File: config.mk
export PLATFORM = sky130hd
export DESIGN_NAME = aot_pwm_ctrl
export DESIGN_NICKNAME = d
export VERILOG_FILES = /design/src/rtl/aot_pkg.sv /design/src/rtl/aot_ontime_calc.sv /design/src/rtl/aot_req_latch.sv /design/src/rtl/aot_gate_seq.sv /design/src/rtl/aot_pwm_ctrl.sv
export SDC_FILE = /design/constraint.sdc
export NUM_CORES = 1
export LEC_CHECK = 0
export BUFFER_PORTS_ARGS = -buffer_cell sky130_fd_sc_hd__buf_2
export CAP_MARGIN = 5
export CORE_ASPECT_RATIO = 0.8
export CORE_MARGIN = 1
export CORE_UTILIZATION = 47
export CTS_BUF_LIST = sky130_fd_sc_hd__clkbuf_4 sky130_fd_sc_hd__clkbuf_8
export DETAILED_ROUTE_END_ITERATION = 10
export GPL_TIMING_DRIVEN = 0
export MAX_ROUTING_LAYER = met4
export PLACE_DENSITY = 0.65
export SLEW_MARGIN = 20
export SYNTH_ARGS = -nofsm -noshare
export SYNTH_HDL_FRONTEND = slang
export SYNTH_SLANG_ARGS = --single-unit
File: constraint.sdc
create_clock -name clk_i -period 1.9 [get_ports clk_i]
set_clock_uncertainty 0.15 [all_clocks]
set_input_delay 0.285 -clock clk_i [delete_from_list [all_inputs] [get_ports clk_i]]
set_output_delay 0.285 -clock clk_i [all_outputs]
set_load 0.01 [all_outputs]
File: src/rtl/aot_pkg.sv
package aot_pkg;
  typedef enum logic [2:0] {
    ST_OFF  = 3'd0,
    ST_DT_H = 3'd1,
    ST_HS   = 3'd2,
    ST_DT_L = 3'd3,
    ST_LS   = 3'd4
  } gate_state_e;

  function automatic int max_int(input int a, input int b);
    return (a > b) ? a : b;
  endfunction
endpackage

File: src/rtl/aot_ontime_calc.sv
module aot_ontime_calc #(
  parameter int CODE_W        = 8,
  parameter int CLK_PER_FAST  = 100,
  parameter int CLK_PER_SLOW  = 143,
  parameter int PER_W         = 8
) (
  input  logic [CODE_W-1:0] vin_code_i,
  input  logic [CODE_W-1:0] vout_code_i,
  input  logic              fast_sel_i,
  output logic [PER_W-1:0]  ton_cyc_o
);
  localparam int PROD_W = CODE_W + PER_W;

  logic [PER_W-1:0]  period;
  logic [PROD_W-1:0] prod, divisor, quo;
  logic              saturate;

  assign period   = fast_sel_i ? PER_W'(CLK_PER_FAST) : PER_W'(CLK_PER_SLOW);
  assign saturate = (vin_code_i == '0) || (vout_code_i >= vin_code_i);
  assign prod     = PROD_W'(vout_code_i) * PROD_W'(period);
  assign divisor  = (vin_code_i == '0) ? PROD_W'(1) : PROD_W'(vin_code_i);
  assign quo      = prod / divisor;

  always_comb begin
    if (saturate)        ton_cyc_o = period;
    else if (quo == '0)  ton_cyc_o = PER_W'(1);
    else                 ton_cyc_o = quo[PER_W-1:0];
  end
endmodule

File: src/rtl/aot_req_latch.sv
module aot_req_latch (
  input  logic clk_i,
  input  logic rst_ni,
  input  logic en_i,
  input  logic cmp_i,
  input  logic accept_i,
  input  logic take_i,
  output logic pending_o
);
  logic cmp_q;
  logic rise;

  assign rise = cmp_i & ~cmp_q;

  always_ff @(posedge clk_i or negedge rst_ni) begin
    if (!rst_ni) begin
      cmp_q     <= 1'b0;
      pending_o <= 1'b0;
    end else begin
      cmp_q <= cmp_i;
      if (!en_i || take_i)       pending_o <= 1'b0;
      else if (rise && accept_i) pending_o <= 1'b1;
    end
  end

  // a dropped edge (no accept) must never create a request
  AST_NO_STRAY_REQ: assert property (@(posedge clk_i) disable iff (!rst_ni)
    (!pending_o && !accept_i) |=> !pending_o) else $error("stray request");
endmodule

File: src/rtl/aot_gate_seq.sv
module aot_gate_seq
  import aot_pkg::*;
#(
  parameter int PER_W       = 8,
  parameter int MIN_OFF_CYC = 36
) (
  input  logic             clk_i,
  input  logic             rst_ni,
  input  logic             en_i,
  input  logic             fpwm_i,
  input  logic             pending_i,
  input  logic             ocl_pos_i,
  input  logic             ocl_neg_i,
  input  logic             zc_i,
  input  logic [PER_W-1:0] ton_cyc_i,
  output logic             take_o,
  output logic             accept_o,
  output logic             hs_o,
  output logic             ls_o
);
  localparam int OFF_W  = $clog2(MIN_OFF_CYC + 1);
  localparam int OFF_GO = MIN_OFF_CYC - 2;

  gate_state_e      state_q, state_d;
  logic [PER_W-1:0] ton_cnt_q;
  logic [OFF_W-1:0] off_cnt_q;
  logic             idle_st, off_ok, neg_kick, can_start;

  assign idle_st   = (state_q == ST_LS) || (state_q == ST_OFF);
  assign off_ok    = off_cnt_q >= OFF_W'(OFF_GO);
  assign neg_kick  = fpwm_i && ocl_neg_i && (state_q == ST_LS);
  assign can_start = idle_st && off_ok && !ocl_pos_i && (pending_i || neg_kick);
  assign take_o    = en_i && can_start;
  assign accept_o  = (state_q != ST_DT_H) && (state_q != ST_HS);
  assign hs_o      = (state_q == ST_HS);
  assign ls_o      = (state_q == ST_LS);

  always_comb begin
    state_d = state_q;
    if (!en_i) state_d = ST_OFF;
    else begin
      case (state_q)
        ST_OFF:  if (can_start) state_d = ST_DT_H;
        ST_DT_H: state_d = ST_HS;
        ST_HS:   if (ton_cnt_q <= PER_W'(1)) state_d = ST_DT_L;
        ST_DT_L: state_d = ST_LS;
        ST_LS: begin
          if (can_start)            state_d = ST_DT_H;
          else if (!fpwm_i && zc_i) state_d = ST_OFF;
        end
        default: state_d = ST_OFF;
      endcase
    end
  end

  always_ff @(posedge clk_i or negedge rst_ni) begin
    if (!rst_ni) begin
      state_q   <= ST_OFF;
      ton_cnt_q <= '0;
      off_cnt_q <= OFF_W'(MIN_OFF_CYC);
    end else begin
      state_q <= state_d;
      if (state_q == ST_DT_H)   ton_cnt_q <= ton_cyc_i;
      else if (state_q == ST_HS) ton_cnt_q <= ton_cnt_q - PER_W'(1);
      if (state_q == ST_HS)                       off_cnt_q <= '0;
      else if (off_cnt_q < OFF_W'(MIN_OFF_CYC))   off_cnt_q <= off_cnt_q + OFF_W'(1);
    end
  end

  initial begin
    if (MIN_OFF_CYC < 3) $error("MIN_OFF_CYC must be at least 3");
  end

  AST_DEAD_LS_HS: assert property (@(posedge clk_i) disable iff (!rst_ni)
    ls_o |=> !hs_o) else $error("no dead time low->high");
  AST_DEAD_HS_LS: assert property (@(posedge clk_i) disable iff (!rst_ni)
    hs_o |=> !ls_o) else $error("no dead time high->low");
  AST_DISABLE_OFF: assert property (@(posedge clk_i) disable iff (!rst_ni)
    !en_i |=> (!hs_o && !ls_o)) else $error("gate on while disabled");
  AST_MIN_OFF: assert property (@(posedge clk_i) disable iff (!rst_ni)
    $rose(hs_o) |-> (off_cnt_q >= OFF_W'(MIN_OFF_CYC - 1))) else $error("off time short");
  AST_OCL_HOLD: assert property (@(posedge clk_i) disable iff (!rst_ni)
    $rose(hs_o) |-> !$past(ocl_pos_i, 2)) else $error("pulse under over-current");
  AST_TON_HELD: assert property (@(posedge clk_i) disable iff (!rst_ni)
    (hs_o && $past(hs_o)) |-> (ton_cnt_q == $past(ton_cnt_q) - PER_W'(1))) else $error("on-time disturbed");
  AST_ZC_CUT: assert property (@(posedge clk_i) disable iff (!rst_ni)
    (!fpwm_i && zc_i && ls_o) |=> !ls_o) else $error("low side kept past zero cross");
endmodule

File: src/rtl/aot_pwm_ctrl.sv
module aot_pwm_ctrl #(
  parameter int CODE_W       = 8,
  parameter int CLK_PER_FAST = 100,
  parameter int CLK_PER_SLOW = 143,
  parameter int MIN_OFF_CYC  = 36
) (
  input  logic              clk_i,
  input  logic              rst_ni,
  input  logic              en_i,
  input  logic              fast_sel_i,
  input  logic              fpwm_i,
  input  logic              pwm_cmp_i,
  input  logic              ocl_pos_i,
  input  logic              ocl_neg_i,
  input  logic              zc_i,
  input  logic [CODE_W-1:0] vin_code_i,
  input  logic [CODE_W-1:0] vout_code_i,
  output logic              hs_gate_o,
  output logic              ls_gate_o
);
  localparam int PER_MAX = aot_pkg::max_int(CLK_PER_FAST, CLK_PER_SLOW);
  localparam int PER_W   = $clog2(PER_MAX + 1);

  logic [PER_W-1:0] ton_cyc;
  logic             pending, take, accept;

  aot_ontime_calc #(
    .CODE_W(CODE_W), .CLK_PER_FAST(CLK_PER_FAST),
    .CLK_PER_SLOW(CLK_PER_SLOW), .PER_W(PER_W)
  ) u_ontime (
    .vin_code_i (vin_code_i),
    .vout_code_i(vout_code_i),
    .fast_sel_i (fast_sel_i),
    .ton_cyc_o  (ton_cyc)
  );

  aot_req_latch u_req (
    .clk_i    (clk_i),
    .rst_ni   (rst_ni),
    .en_i     (en_i),
    .cmp_i    (pwm_cmp_i),
    .accept_i (accept),
    .take_i   (take),
    .pending_o(pending)
  );

  aot_gate_seq #(.PER_W(PER_W), .MIN_OFF_CYC(MIN_OFF_CYC)) u_seq (
    .clk_i    (clk_i),
    .rst_ni   (rst_ni),
    .en_i     (en_i),
    .fpwm_i   (fpwm_i),
    .pending_i(pending),
    .ocl_pos_i(ocl_pos_i),
    .ocl_neg_i(ocl_neg_i),
    .zc_i     (zc_i),
    .ton_cyc_i(ton_cyc),
    .take_o   (take),
    .accept_o (accept),
    .hs_o     (hs_gate_o),
    .ls_o     (ls_gate_o)
  );
endmodule

==> summary.md <==
| Metric | Value |
|---|---|
| Outcome | finished, violations left |
| Violated checks | negative setup slack |
| CP max stage cell | fa_1 |
| Register area | 478 um2 |
| Fin. Hold Viols | 0 |
| Mapped Nets | 1347 |
| Buf+Inv Stages, Crit Path | 23 |
| Hold crit path type | in2reg |
| Peak Freq | 0.0323 GHz |
| Most common cell after layout, fill and taps aside | ha_1 |
| Die X | 153 um |
| Final nets | 1506 |
| Synth Warn # | 0 |
| Setup violators final | 8 |
| Crit path launch type | input pin |
| Clock sink total | 19 |
| Largest net degree at the start of global routing | 20 |
| Post-synth ARST share | 100% |
| IO Port Bufs | 26 |
| CP max stage delay | 0.49 ns |
| Final Core Density | 64.0% |
| DP Area | 9590 um2 |
| CP max FO | 10 |
| DR DRC count | 0 |
| Root buffer cell | clkbuf_8 |
| Slew of the pin with the lowest slew margin | 0.929 ns |
| Unrepaired setup endpoints after global routing | yes |
| Avg Synthesized Cell Area | 7.55 um2 |
| Crit. End Element | register |
| Worst Setup Slack, final | -29.01 ns |
| Synth Instances | 1138 |
| Vias per cell | 5.96 |
| Layout cells sized above 1 | 30.2% |
| Area Overhead vs Synth | 31.1% |
| Global-route wire length before repair | 41100 um |
| Worst-path clk slew | 0.08 ns |
| Vias | 9062 |
| Clock Latency Late Sink | 0.25 ns |
| Slew Limit Fails | 0 |
| FF+latch count, synth | 19 |
| Number of max-cap violations | 0 |
| Slew headroom | 38.0% |
| Type of the worst setup path | in2reg |
| GRT overflow | 0 |
| Gp weighted congestion | 0.888 |
| Die ar. | 18800 um2 |
| H-tree depth | 1 |
| Starting Density | 48.8% |
| Layer with the highest usage | met2 |
| CTS tree | built |
| Met2 Use GR | 43.7% |
| Area of the multi-input gates | 8670 um2 |
| Post-route cell area | 11300 um2 |
| DP HPWL | 18800 um |
| First-pass iteration count of the detailed router | 5 |
| Fill count | 1533 |
| Distinct cell type count after synthesis | 88 |
| Remaining antenna violation count | 0 |
| # IOs | 27 |
| Arrival time worst endpoint | 30.90 ns |
| Number of global-route vias before repair | 8296 |
| Crit share post-route | 1630% |
| Met1 GRT Util | 39.3% |
| Total GRT Usage | 27.3% |
| Final min period | 30.91 ns |
| Clk buf depth | 2 |
| Die Height | 123 um |
| Top cell family by delay on the critical path | compound AO/OA/AOI/OAI gates |
| Ys flop type | dfrtp_1 |
| Crit path top cell by count | o21a_1 |
| Iter 0 DRT Violations | 434 |
| Number of synthesized flops with an enable pin | 0 |
| CTS Buf Count | 3 |
| # diodes | 0 |
| Post-Route WL | 25800 um |
| Synth Cell Area | 8590 um2 |
| Commonest non-fill, non-tap cells in the layout | ha_1 (131), buf_4 (125), nor2_1 (95) |
| Initial antenna violation count | 0 |
| Met3 usage | 1.26% |
| Sequential fraction of the synthesis area | 5.56% |
| Cell Rows | 43 |
| Wire length per cell | 16.9 um |
| Worst EP required | 1.89 ns |
| Core Area | 17600 um2 |
-- worst reg2reg max path, cell delays in order (launching register included) --
cell	delay (ns)
dfrtp_1	0.42
nor4_1	0.48
nor3b_1	0.31
nand2_1	0.11
xnor2_1	0.14
nor2_1	0.10
a21oi_1	0.05
-- synthesized netlist by cell type (11+ instances only) --
cell | number | area [um2]
fa_1 | 22 | 440
nor3_1 | 43 | 215
or2_2 | 22 | 138
o31ai_1 | 19 | 143
ha_1 | 162 | 2030
nor2_1 | 111 | 417
o21ai_0 | 53 | 265
clkbuf_1 | 26 | 97.6
mux2_2 | 20 | 225
inv_1 | 85 | 319
nand2_1 | 69 | 259
a21o_1 | 20 | 150
o21a_1 | 57 | 428
and3_1 | 11 | 68.8
xnor2_1 | 37 | 324
and2_1 | 16 | 100
nor2b_1 | 18 | 113
mux2i_1 | 12 | 120
xor2_1 | 21 | 184
o211ai_1 | 14 | 105
nor4_1 | 11 | 68.8
or3_1 | 11 | 68.8
dfrtp_1 | 17 | 425
nand2b_1 | 20 | 125
nand3_1 | 17 | 85.1
a21oi_1 | 75 | 375
-- flip-flops by register name (all words and copies together), names as in the netlist --
signal	count
u_req.cmp_q	1
u_req.pending_o	1
u_seq.off_cnt_q	6
u_seq.state_q	3
u_seq.ton_cnt_q	8
-- metal layers --
layer,share of wire [%],routed length (um)
met3,4.4,1130
met4,0.85,219
met1,50,12800
met2,45,11600
met5,0,0
-- timing repair --
item,in CTS,in global routing
resized for setup,78,58
hold buffers,2,0
endpoints found under the setup margin,11,12
buffers inserted,83,45
gates cloned,1,0
pin swaps,62,99
hold endpoints to repair,18,0
-- cell families (layout without fill, tap and decap cells) --
group	after synthesis	in the layout	share of synthesized area, %
xor+xnor	58	58	5.91
mux	34	34	4.28
buf+inv	117	275	5.37
compound gates	335	335	26.7
simple gates	390	390	23.4
other cells	1	1	0.0437
flops	19	19	5.56
fa+ha+maj	184	184	28.7
-- layout make-up --
cell class	instances	area share [%]
multi-input cells	1002	77.0
repair buffers	157	10.2
flip-flops and latches	19	4.24
plain buffers	29	2.84
inverters	85	2.83
well taps	225	2.50
clock buffers	3	0.367
clock inverters	1	0.0444
-- stage by stage --
step           std cells  hold slack, ns  setup TNS, ns  setup slack, ns
6_report            1521           0.123        -172.09           -29.01
5_1_grt             1521           0.134        -178.93           -30.30
4_1_cts             1478           0.125        -166.58           -28.21
3_5_place_dp        1390           0.102        -185.19           -31.15
3_3_place_gp        1389          0.0983        -183.98           -30.95
2_1_floorplan       1138          -0.161        -159.73           -27.13
-- path summary, 6_finish.rpt --
| kind | startpoint | endpoint | slack, ns | cells after the start |
|---|---|---|---|---|
| hold reg to reg | u_req.pending_o | u_req.pending_o | 0.40 | 2 |
| setup reg to reg | u_seq.ton_cnt_q[4] | u_seq.ton_cnt_q[7] | 0.01 | 6 |
| min in group asynchronous | rst_ni | u_req.cmp_q | 0.35 | 2 |
| setup / recovery | fast_sel_i | u_seq.ton_cnt_q[0] | -29.01 | 168 |
| hold / removal | en_i | u_seq.state_q[2] | 0.12 | 2 |
| max in group asynchronous | rst_ni | u_seq.off_cnt_q[5] | 0.92 | 2 |
Power is not shown: default switching activity piles up to over one toggle a cycle in this logic, so the estimate is an artifact.
